$ cat config.mk
export PLATFORM = sky130hd
export DESIGN_NAME = spi_stream_master
export DESIGN_NICKNAME = d
export VERILOG_FILES = /design/src/rtl/spi_stream_pkg.sv /design/src/rtl/spi_sclk_div.sv /design/src/rtl/spi_frame_shifter.sv /design/src/rtl/spi_data_buf.sv /design/src/rtl/spi_stream_master.sv
export SDC_FILE = /design/constraint.sdc
export NUM_CORES = 1
export LEC_CHECK = 0
export CAP_MARGIN = 20
export CORE_ASPECT_RATIO = 0.9
export CORE_UTILIZATION = 50
export DETAILED_ROUTE_END_ITERATION = 12
export DONT_BUFFER_PORTS = 1
export PLACE_DENSITY = 0.65
export SLEW_MARGIN = 25
export SYNTH_ARGS = -nofsm -noshare
export SYNTH_HDL_FRONTEND = slang
export SYNTH_SLANG_ARGS = --single-unit
$ cat constraint.sdc
create_clock -name clk_i -period 2.4 [get_ports clk_i]
set_clock_uncertainty 0.2 [all_clocks]
set_input_delay 0.48 -clock clk_i [delete_from_list [all_inputs] [get_ports clk_i]]
set_output_delay 0.48 -clock clk_i [all_outputs]
set_load 0.02 [all_outputs]
$ cat src/rtl/spi_stream_pkg.sv
package spi_stream_pkg;
  typedef enum logic {
    IRQ_XFER_END  = 1'b0,
    IRQ_BUF_EMPTY = 1'b1
  } irq_mode_e;
endpackage

$ cat src/rtl/spi_sclk_div.sv
module spi_sclk_div #(
  parameter int DIV_W = 8
) (
  input  logic             clk_i,
  input  logic             rst_ni,
  input  logic             busy_i,
  input  logic             load_i,
  input  logic [DIV_W-1:0] half_div_i,
  output logic             tick_o
);
  logic [DIV_W-1:0] cnt_q;
  logic [DIV_W-1:0] reload;

  // a zero divider acts as one cycle per half
  always_comb reload = (half_div_i == '0) ? '0 : half_div_i - 1'b1;

  always_ff @(posedge clk_i or negedge rst_ni) begin
    if (!rst_ni) begin
      cnt_q <= '0;
    end else if (load_i) begin
      cnt_q <= reload;
    end else if (busy_i) begin
      if (cnt_q == '0) cnt_q <= reload;
      else             cnt_q <= cnt_q - 1'b1;
    end
  end

  assign tick_o = busy_i && (cnt_q == '0);
endmodule

$ cat src/rtl/spi_frame_shifter.sv
module spi_frame_shifter #(
  parameter int DATA_W = 8
) (
  input  logic              clk_i,
  input  logic              rst_ni,
  input  logic              stop_i,
  input  logic              load_i,
  input  logic [DATA_W-1:0] tx_word_i,
  input  logic              tick_i,
  input  logic              miso_i,
  output logic              busy_o,
  output logic              frame_end_o,
  output logic              sclk_o,
  output logic              mosi_o,
  output logic [DATA_W-1:0] rx_word_o
);
  localparam int CNT_W = (DATA_W > 2) ? $clog2(DATA_W) : 1;
  localparam logic [CNT_W-1:0] LAST_BIT = CNT_W'(DATA_W - 1);

  logic              busy_q;
  logic              hi_q;
  logic [CNT_W-1:0]  bit_q;
  logic [DATA_W-1:0] sh_q;
  logic [DATA_W-1:0] rx_q;

  assign frame_end_o = busy_q && tick_i && hi_q && (bit_q == LAST_BIT);

  always_ff @(posedge clk_i or negedge rst_ni) begin
    if (!rst_ni) begin
      busy_q <= 1'b0;
      hi_q   <= 1'b0;
      bit_q  <= '0;
      sh_q   <= '0;
      rx_q   <= '0;
    end else if (stop_i) begin
      busy_q <= 1'b0;
      hi_q   <= 1'b0;
      bit_q  <= '0;
    end else if (load_i) begin
      busy_q <= 1'b1;
      hi_q   <= 1'b0;
      bit_q  <= '0;
      sh_q   <= tx_word_i;
    end else if (busy_q && tick_i) begin
      if (!hi_q) begin
        // rising serial edge: capture
        hi_q <= 1'b1;
        rx_q <= {rx_q[DATA_W-2:0], miso_i};
      end else if (frame_end_o) begin
        busy_q <= 1'b0;
        hi_q   <= 1'b0;
      end else begin
        // falling serial edge: next bit out
        hi_q  <= 1'b0;
        bit_q <= bit_q + 1'b1;
        sh_q  <= {sh_q[DATA_W-2:0], 1'b0};
      end
    end
  end

  assign busy_o    = busy_q;
  assign sclk_o    = busy_q ? hi_q : 1'b1;
  assign mosi_o    = busy_q ? sh_q[DATA_W-1] : 1'b1;
  assign rx_word_o = rx_q;

  p_stop_idle_r11: assert property (@(posedge clk_i) disable iff (!rst_ni)
    stop_i |=> (!busy_o && sclk_o && mosi_o));

  p_load_starts_r4: assert property (@(posedge clk_i) disable iff (!rst_ni)
    (load_i && !stop_i) |=> (busy_o && !sclk_o));

  p_end_idles_r8: assert property (@(posedge clk_i) disable iff (!rst_ni)
    (frame_end_o && !load_i && !stop_i) |=> (!busy_o && sclk_o && mosi_o));
endmodule

$ cat src/rtl/spi_data_buf.sv
module spi_data_buf #(
  parameter int DATA_W = 8
) (
  input  logic              clk_i,
  input  logic              rst_ni,
  input  logic              start_i,
  input  logic              stop_i,
  input  logic              wr_en_i,
  input  logic [DATA_W-1:0] wr_data_i,
  input  logic              take_i,
  input  logic              frame_end_i,
  input  logic [DATA_W-1:0] rx_word_i,
  output logic              enabled_o,
  output logic              full_o,
  output logic [DATA_W-1:0] tx_word_o,
  output logic [DATA_W-1:0] rd_data_o
);
  logic              en_q;
  logic              full_q;
  logic [DATA_W-1:0] tx_q;
  logic [DATA_W-1:0] rd_q;

  always_ff @(posedge clk_i or negedge rst_ni) begin
    if (!rst_ni) begin
      en_q   <= 1'b0;
      full_q <= 1'b0;
      tx_q   <= '0;
      rd_q   <= '0;
    end else if (stop_i) begin
      en_q   <= 1'b0;
      full_q <= 1'b0;
    end else begin
      if (start_i) en_q <= 1'b1;
      // a write on the take edge refills the buffer
      if (wr_en_i) begin
        full_q <= 1'b1;
        tx_q   <= wr_data_i;
      end else if (take_i) begin
        full_q <= 1'b0;
      end
      if (frame_end_i) rd_q <= rx_word_i;
    end
  end

  assign enabled_o = en_q;
  assign full_o    = full_q;
  assign tx_word_o = tx_q;
  assign rd_data_o = rd_q;

  p_stop_clears_r11: assert property (@(posedge clk_i) disable iff (!rst_ni)
    stop_i |=> (!enabled_o && !full_o));

  p_start_enables_r2: assert property (@(posedge clk_i) disable iff (!rst_ni)
    (start_i && !stop_i) |=> enabled_o);

  p_write_fills_r3: assert property (@(posedge clk_i) disable iff (!rst_ni)
    (wr_en_i && !stop_i) |=> (full_o && tx_word_o == $past(wr_data_i)));

  p_rd_hold_r10: assert property (@(posedge clk_i) disable iff (!rst_ni)
    !frame_end_i |=> $stable(rd_data_o));
endmodule

$ cat src/rtl/spi_stream_master.sv
module spi_stream_master
  import spi_stream_pkg::*;
#(
  parameter int DATA_W = 8,
  parameter int DIV_W  = 8
) (
  input  logic              clk_i,
  input  logic              rst_ni,
  input  logic              start_i,
  input  logic              stop_i,
  input  logic              irq_mode_i,
  input  logic [DIV_W-1:0]  half_div_i,
  input  logic              wr_en_i,
  input  logic [DATA_W-1:0] wr_data_i,
  output logic [DATA_W-1:0] rd_data_o,
  output logic              enabled_o,
  output logic              busy_o,
  output logic              buf_full_o,
  output logic              sclk_o,
  output logic              mosi_o,
  input  logic              miso_i,
  output logic              irq_o
);
  logic              tick;
  logic              busy;
  logic              frame_end;
  logic              take;
  logic              enabled;
  logic              full;
  logic [DATA_W-1:0] tx_word;
  logic [DATA_W-1:0] rx_word;
  logic              irq_q;
  irq_mode_e         mode;

  assign mode = irq_mode_e'(irq_mode_i);
  // chain on the closing edge of a frame, or start from idle
  assign take = full && enabled && (!busy || frame_end) && !stop_i;

  spi_sclk_div #(.DIV_W(DIV_W)) u_div (
    .clk_i      (clk_i),
    .rst_ni     (rst_ni),
    .busy_i     (busy),
    .load_i     (take),
    .half_div_i (half_div_i),
    .tick_o     (tick)
  );

  spi_frame_shifter #(.DATA_W(DATA_W)) u_shift (
    .clk_i       (clk_i),
    .rst_ni      (rst_ni),
    .stop_i      (stop_i),
    .load_i      (take),
    .tx_word_i   (tx_word),
    .tick_i      (tick),
    .miso_i      (miso_i),
    .busy_o      (busy),
    .frame_end_o (frame_end),
    .sclk_o      (sclk_o),
    .mosi_o      (mosi_o),
    .rx_word_o   (rx_word)
  );

  spi_data_buf #(.DATA_W(DATA_W)) u_buf (
    .clk_i       (clk_i),
    .rst_ni      (rst_ni),
    .start_i     (start_i),
    .stop_i      (stop_i),
    .wr_en_i     (wr_en_i),
    .wr_data_i   (wr_data_i),
    .take_i      (take),
    .frame_end_i (frame_end && !stop_i),
    .rx_word_i   (rx_word),
    .enabled_o   (enabled),
    .full_o      (full),
    .tx_word_o   (tx_word),
    .rd_data_o   (rd_data_o)
  );

  always_ff @(posedge clk_i or negedge rst_ni) begin
    if (!rst_ni) irq_q <= 1'b0;
    else irq_q <= !stop_i &&
                  ((take && mode == IRQ_BUF_EMPTY) ||
                   (frame_end && !take && mode == IRQ_XFER_END));
  end

  assign enabled_o  = enabled;
  assign busy_o     = busy;
  assign buf_full_o = full;
  assign irq_o      = irq_q;

  p_irq_single_r4: assert property (@(posedge clk_i) disable iff (!rst_ni)
    irq_o |=> !irq_o);

  p_no_gap_r7: assert property (@(posedge clk_i) disable iff (!rst_ni)
    (frame_end && full && !stop_i) |=> busy_o);

  p_start_gated_r12: assert property (@(posedge clk_i) disable iff (!rst_ni)
    $rose(busy_o) |-> $past(enabled_o));

  p_end_irq_r8: assert property (@(posedge clk_i) disable iff (!rst_ni)
    (frame_end && !full && !stop_i && mode == IRQ_XFER_END) |=> (irq_o && !busy_o));
endmodule

# After elaboration in Yosys (flattened, before gate mapping)
# Index checks and enable logic that the tools add are counted.
# op_classes
bitwise_logic	4
n_addsub	3
mux	29
n_reduce_logical	33
n_eq_ne	3
# op_table
op	count
$mux W8	8
$logic_not A8 Y1	2
$mux W1	16
$sub A8 B1 Y8 const B	2
$mux W3	5
$logic_and A1 B1 Y1	12
$reduce_bool A3 Y1	4
$reduce_and A4 Y1	2
$reduce_bool A2 Y1	4
$reduce_and A3 Y1	2
$not A1 Y1	4
$reduce_and A2 Y1	2
$add A3 B1 Y3 const B	1
$eq A3 B3 Y1 const B	1
$logic_not A1 Y1	3
$ne A3 B2 Y1 const B	1
$logic_or A1 B1 Y1	2
$ne A2 B1 Y1 const B	1
# word_totals
register_bits	48
output_inout_bits	14

# Longest topological paths before layout
# Gate-level depths: netlist of the first run.
# logic_depth
word_depth	13
depth_mapped	7
depth_no_buf	6

# By module
# A second synthesis of the first run with hierarchy kept.
# unflattened
hier_cells	210
hier_area_um2	2478.6
# by_module_without_submodules
module	area_each_um2	cells_per_inst	n_inst
spi_frame_shifter	965.9	82	1
spi_data_buf	748.2	43	1
spi_sclk_div	689.4	76	1
spi_stream_master	75.1	9	1

# Worst setup path after synthesis of the first run
# OpenSTA, ideal clock, no wires.
# synth_path
kind	flip-flop to flip-flop
startpoint	register u_div.cnt_q[0]
endpoint	register u_shift.sh_q[7]
period_less_slack_ns	2.144
setup_ns	0.125
path_stages_with_launch	7
arrival_ns	1.819
slack_ns	0.256
path_buffers	0
path_cell_list	dfrtp_1 > inv_1 > ha_1 > or3b_2 > o31ai_4 > nand2_2 > mux2_2
# synth_between
elab_chain_len	10
# synth_lines
item	line	source
from (decl)	spi_sclk_div.sv:11	logic [DIV_W-1:0] cnt_q;
from (signal assigned)	spi_sclk_div.sv:21	cnt_q <= reload;
from (signal assigned)	spi_sclk_div.sv:23	if (cnt_q == '0) cnt_q <= reload;
from (signal assigned)	spi_sclk_div.sv:24	else cnt_q <= cnt_q - 1'b1;
$logic_not A8 Y1 *	spi_sclk_div.sv:28	assign tick_o = busy_i && (cnt_q == '0);
$logic_and A1 B1 Y1 *	spi_sclk_div.sv:28	
$logic_and A1 B1 Y1 *	spi_frame_shifter.sv:26, spi_frame_shifter.sv:44	
$logic_and A1 B1 Y1 (2 in a row)	spi_frame_shifter.sv:26	assign frame_end_o = busy_q && tick_i && hi_q && (bit_q == LAST_BIT);
$logic_or A1 B1 Y1	spi_stream_master.sv:37	assign take = full && enabled && (!busy || frame_end) && !stop_i;
$logic_and A1 B1 Y1 (2 in a row)	spi_stream_master.sv:37	
$ne A2 B1 Y1 (no source line) / $reduce_bool A2 Y1 (equally long branches)	-	
$reduce_and A4 Y1 (no source line)	-	
to (signal assigned)	spi_frame_shifter.sv:43	sh_q <= tx_word_i;
to (signal assigned)	spi_frame_shifter.sv:56	sh_q <= {sh_q[DATA_W-2:0], 1'b0};
to (decl)	spi_frame_shifter.sv:23	logic [DATA_W-1:0] sh_q;
# Mark *: on every way between the ends. The rest lies on a longest branch, timed or not.
# A chain may end at the register's enable or synchronous reset.

# Final worst setup path of the first run
# layout_path
startpoint	register u_shift.bit_q[0]
endpoint	register u_shift.sh_q[7]
# layout_between
elab_chain_len	7
# layout_lines
item	line	source
from (decl)	spi_frame_shifter.sv:22	logic [CNT_W-1:0] bit_q;
from (signal assigned)	spi_frame_shifter.sv:55	bit_q <= bit_q + 1'b1;
$eq A3 B3 Y1 *	spi_frame_shifter.sv:26	
$logic_and A1 B1 Y1 *	spi_frame_shifter.sv:26	
$logic_or A1 B1 Y1	spi_stream_master.sv:37	
$logic_and A1 B1 Y1 (2 in a row)	spi_stream_master.sv:37	
$ne A2 B1 Y1 (no source line) / $reduce_bool A2 Y1 (equally long branches)	-	
$reduce_and A4 Y1 (no source line)	-	
# Marked as above.

==> impl_metrics.csv, run 1 <==
group,metric,value,unit
clock_tree,clk-insertion-delay-late,300,ps
global_routing,grt_util_all_layers,21.2,%
power,cellLeakagePower,0.00121,uW
synth,yosysTopAreaCell,"dfrtp_1",
layout,nets,253,
clock_tree,clk_pin_slew_worst_paths,90,ps
floorplan,die-width,76.4,um
floorplan,start_util,54.1,%
routing,wire_per_inst,17.9,um
worst_hold_path,min_path_type,"in2reg",
global_routing,grt_max_degree,49,
power,ir_worst_vdd,0.000388,V
synth,synth_area_leaders,"dfrtp_1 48%, mux2_2 9.0%, mux2_4 4.8%",
power,p_per_area,733,mW/mm2
placed_design,dpl.hpwl,3690,um
timing,fin_crit,2310,ps
critical_path,cp-end-kind,"flop",
timing,max_freq,0.433,GHz
routing,vias,1691,
critical_path,critical_path_buf_inv_count,0,
timing,layout_setup_ws,90.1,ps
routing,drtAntennaViolNets,0,
global_routing,overflow,0,
critical_path,critPathMaxStageDelay,410,ps
power,total_power,2020,uW
synth,async_flop_share,100,%
critical_path,cpMaxStageDelayCell,"dfrtp_1",
timing,post-route-period-util,96.2,%
critical_path,crit_family,"multiplexers",
synth,ys_warn_count,0,
floorplan,num_rows,23,
synth,synth-seq-area-share,48.2,%
flow_run,max_cap_violations,0,
critical_path,required,2380,ps
placed_design,gp_congestion,0.876,
critical_path,cp.arrival,2290,ps
clock_tree,cts_buffers,5,
timing,setup-violations-final,0,
routing,wirelength,5150,um
global_routing,grt_pass1_vias,1751,
routing,via_per_inst,5.89,
clock_tree,cts_max_level,2,
floorplan,die_y,69.0,um
layout,syn_to_final_growth,10.8,%
synth,synth-seq-cells,48,
synth,synth_nets,241,
global_routing,antenna_found_initial,0,
critical_path,ff2ff_setup_slack,90,ps
placed_design,port_buffers,0,
global_routing,grt_pass1_wl,8580,um
timing,relSlewSlack,55.9,%
placed_design,dp_cells,277,
timing,slew_viol_final,0,
critical_path,path_max_fanout,8,
routing,drc,0,
timing,hold_violations,0,
clock_tree,clock_sinks,48,
layout,stdcell_count,287,
floorplan,ioPinCount,37,
layout,antennaDiodeCount,0,
synth,syn_avg_cell_area,11.8,um2
critical_path,critPathKind,"reg2reg",
synth,synth-edff-count,0,
synth,syn-cell-area,0.00249,mm2
synth,yosysTopAreaCellShare,48.2,%
routing,detailedRoute.firstIterationViolations,94,
synth,ys_types,58,
critical_path,path_cells,"ha_1 -> ha_1 -> nor3b_1 -> nand4_1 -> mux2_2 -> mux2_2",
floorplan,coreArea,0.00460,mm2
routing,first_pass_iters,4,
synth,postSynthCellCount,212,
synth,synthFlopType,"dfrtp_1",
placed_design,place_ws,14.1,ps
layout,drive_gt1_share,33.8,%
critical_path,start_kind,"flop",
clock_tree,cts-root-buf,"clkbuf_8",
clock_tree,postCtsSetupBuffers,0,
floorplan,die-area,0.00527,mm2
clock_tree,cts_buffer_depth,2,
timing,worst_slew_pin_slew,659,ps
outcome,status,"complete, no violations",
layout,fill_cells,378,
clock_tree,cts_tree,"done",
repair_timing:
| action | CTS | global route |
|---|---|---|
| hold endpoints to repair | 48 | 0 |
| hold buffers | 2 | 0 |
| resized for setup | 0 | 5 |
| setup endpoints to repair | 0 | 17 |
cell usage after synthesis, types with 3 or more instances:
cell type	number
inv_1	9
nor3_1	6
or2_2	6
mux2i_1	3
clkbuf_1	4
nand2_1	9
or3_1	3
nor2_1	16
mux2_2	20
a21oi_1	5
dfrtp_1	48
nor4_1	3
o21ai_0	5
o221a_2	6
mux2_4	8
nor3b_1	3
nand3_1	5
ha_1	6
metal layers:
metal / part of all wire (%) / global-route usage, % / vias up
met4: 1.1 / 7.21 / 0
met5: 0 / 0 / -
met1: 48 / 27.0 / 839
met2: 47 / 36.0 / 37
li1: - / - / 808
met3: 4.3 / 5.13 / 7
state kept, by name, indices dropped and copies added, names as in the netlist:
register,cells
u_buf.enabled_o,1
u_shift.sh_q,8
u_buf.rd_data_o,8
u_buf.tx_word_o,8
u_shift.bit_q,3
u_div.cnt_q,8
u_shift.hi_q,1
u_shift.busy_o,1
u_shift.rx_word_o,8
irq_o,1
u_buf.full_o,1
layout make-up:
type	count	area, um2	share of cell area, %
clock buffers	6	82.6	2.99
well taps	62	77.6	2.81
repair buffers	11	105	3.81
clock inverters	2	13.8	0.498
multi-input cells	149	1250	45.2
inverters	9	33.8	1.22
flip-flops and latches	48	1200	43.5
cells in the final DEF (no fill, tap or decap), drive strengths merged, types with 2 or more instances in the layout:
cell type	n
a221o	2
ha	6
mux2	28
o221a	6
nor3b	4
nor2	17
and3b	2
nor3	6
dfrtp	48
nor4	4
or2	6
inv	10
a21oi	5
buf	10
o31ai	2
nor4b	2
or3	3
nand3	5
xnor2	2
mux2i	3
o21ai	6
o21a	2
nand4	2
nand2	11
a22o	3
clkbuf	6
path summary, 6_finish.rpt:
check                                 startpoint            endpoint  cells after the start
worst max-delay path            u_shift.bit_q[0]     u_shift.sh_q[7]                      6
worst min-delay path                      stop_i      u_shift.busy_o                      1
worst max register to register  u_shift.bit_q[0]     u_shift.sh_q[7]                      6
worst min register to register  u_shift.bit_q[2]    u_shift.bit_q[2]                      1
max in group asynchronous                 rst_ni      u_div.cnt_q[1]                      2
min in group asynchronous                 rst_ni  u_buf.rd_data_o[2]                      2
power breakdown:
group	internal, uW	total, uW	switching [uW]
registers	931	1070	142
logic	230	448	217
clock network	236	503	267
stage by stage:
step                cell area [um2]  hold slack, ps  util (%)  TNS [ps]
floorplan                      2490           -15.6         -         0
global placement               2610           -14.6      56.6         0
detailed placement             2610           -14.5      56.6         0
CTS                            2740            23.5      59.5         0
global route                   2760            22.9      60.0     -26.5
finish                         2760            32.5      60.0         0
cells by family (layout without fill, tap and decap cells):
kind of cell	Yosys count	after routing	synth area share (%)
buffers and inverters	15	28	2.61
XOR/XNOR	3	3	1.05
adder cells (fa/ha/maj)	6	6	3.01
AO/OA/AOI/OAI	40	40	13.5
flip-flops	48	48	48.2
AND/OR/NAND/NOR	69	69	16.6
multiplexers	31	31	15.1
Note: power is estimated with default switching activity, not from simulation.
==> inputs of run 2 (changes only) <==
==> constraint.sdc (replaced) <==
create_clock -name clk_i -period 2.15 [get_ports clk_i]
set_clock_uncertainty 0.2 [all_clocks]
set_input_delay 0.43 -clock clk_i [delete_from_list [all_inputs] [get_ports clk_i]]
set_output_delay 0.43 -clock clk_i [all_outputs]
set_load 0.1 [all_outputs]
==> run 2 against run 1 <==
Net effect:
- critical path depth grew 2
- sequential share of layout area shrank 4.1 points
- global-route usage grew 0.52 points
- setup slack lost 54 ps
- power grew 32%
- clock power grew 54%
- final area grew 11%
- via count grew 6.8%
- maximum frequency grew 9.3%
- hold slack gained 10 ps
- flip-flop and latch count is the same
- utilization grew 6.6 points
- critical path type unchanged
==> impl_metrics.csv, run 2 (synthesized netlist as in run 1, its figures left out) <==
group,metric,value,unit
routing,wirelength,5390,um
placed_design,place_ws,-97.4,ps
timing,worst_slew_pin_slew,916,ps
global_routing,grt_pass1_wl,8770,um
timing,post-route-period-util,98.3,%
floorplan,ioPinCount,37,
layout,mostFrequentLayoutCells,"45 x dfrtp_1, 31 x buf_4, 16 x nor2_1, 16 x mux2_4, 12 x mux2_2",
global_routing,overflow,0,
global_routing,grt_util_all_layers,21.7,%
routing,first_pass_iters,4,
clock_tree,cts_max_level,2,
clock_tree,cts_buffers,5,
flow_run,max_cap_violations,0,
clock_tree,clock_sinks,48,
routing,drc,0,
clock_tree,cts_tree,"done",
timing,layout_setup_ws,36.1,ps
routing,detailedRoute.firstIterationViolations,66,
floorplan,start_util,54.1,%
floorplan,coreArea,0.00460,mm2
placed_design,gp_congestion,0.901,
global_routing,antenna_found_initial,0,
layout,drive_gt1_share,43.6,%
placed_design,placed_cell_area,0.00276,mm2
power,total_power,2670,uW
outcome,status,"complete, no violations",
layout,fill_cells,362,
critical_path,critPathKind,"reg2reg",
critical_path,path_max_fanout,7,
timing,relSlewSlack,38.9,%
timing,setup-violations-final,0,
timing,hold_violations,0,
placed_design,port_buffers,0,
timing,grt_setup_unrepaired,"yes",
power,p_per_area,871,mW/mm2
timing,fin_crit,2110,ps
clock_tree,clk_pin_slew_worst_paths,90,ps
critical_path,cp-end-kind,"flop",
layout,finalInstanceArea,0.00307,mm2
worst_hold_path,min_path_type,"in2reg",
worst_hold_path,min_path_cells,2,
critical_path,ff2ff_path_depth,8,
timing,slew_viol_final,0,
timing,max_freq,0.473,GHz
routing,wire_per_inst,17.3,um
floorplan,num_rows,23,
critical_path,cp.arrival,2150,ps
global_routing,grt_pass1_vias,1807,
placed_design,dpl.hpwl,3820,um
routing,vias,1806,
routing,drtAntennaViolNets,0,
layout,seqCellArea,0.00121,mm2
layout,syn_to_final_growth,23.0,%
power,cellLeakagePower,0.00135,uW
layout,multi_input_area,0.00131,mm2
layout,nets,278,
critical_path,start_kind,"flop",
floorplan,die-width,76.4,um
global_routing,grt_max_degree,49,
placed_design,dp_cells,295,
routing,via_per_inst,5.79,
clock_tree,cts_buffer_depth,2,
floorplan,die_y,69.0,um
layout,antennaDiodeCount,0,
layout,stdcell_count,312,
clock_tree,cts-root-buf,"clkbuf_8",
critical_path,required,2180,ps
power,ir_worst_vdd,0.000486,V
layout,final_common_cell,"dfrtp_1",
clock_tree,clk-insertion-delay-late,300,ps
floorplan,die-area,0.00527,mm2
run 2: cell types whose count changed in the layout (fill, tap and decap cells not counted), moves of 3 or more:
cell	before	now
dfrtp_1	48	45
buf_4	9	31
mux2_4	8	16
mux2_2	20	12
run 2: critical path, cell delays in order, from the launching register on:
cell	delay (ps)
dfrtp_1	370
inv_2	60
ha_4	150
nor3b_4	160
buf_4	140
buf_4	120
a22o_2	290
nor4_1	370
a221o_2	200
run 2: layer usage:
metal | wire length (um) | track usage [%]
met1 | 2530 | 29.8
met2 | 2560 | 33.2
met3 | 268 | 5.66
met4 | 33 | 8.41
met5 | 0 | 0
run 2: final cells by class:
type	instances	share of cell area (%)
inverters	9	1.10
flip-flops and latches	48	39.4
repair buffers	36	9.87
multi-input cells	149	42.6
clock buffers	5	2.24
clock inverters	3	2.24
well taps	62	2.53
run 2: final timing paths:
kind	start	slack [ps]	to
max	u_div.cnt_q[1]	40	u_div.cnt_q[5]
min	wr_data_i[0]	40	u_buf.tx_word_o[0]
max reg2reg	u_div.cnt_q[1]	40	u_div.cnt_q[5]
min reg2reg	u_buf.tx_word_o[1]	320	u_buf.tx_word_o[1]
max in group asynchronous	rst_ni	1100	u_div.cnt_q[0]
min in group asynchronous	rst_ni	430	u_shift.rx_word_o[3]
run 2: repair_timing:
action                     CTS  global route
pin swaps                    3             5
hold buffers                 3             0
gates resized for setup      4            17
hold endpoints to repair    52             0
setup buffers                2             4
setup endpoints to repair   25            30
run 2: through the flow:
step | hold slack (ps) | utilization, % | setup TNS [ps]
final | 42.5 | 66.6 | 0
after global routing | 42.6 | 66.6 | -253
after CTS | 36.3 | 64.6 | 0
after detailed placement | -64.6 | 59.9 | -1110
after global placement | -64.6 | 59.9 | -416
after floorplan | -65.6 | - | -128
run 2: where the power goes:
group | internal [uW] | total [uW] | switching [uW]
clock | 468 | 776 | 308
sequential | 1040 | 1180 | 135
combinational | 368 | 719 | 351
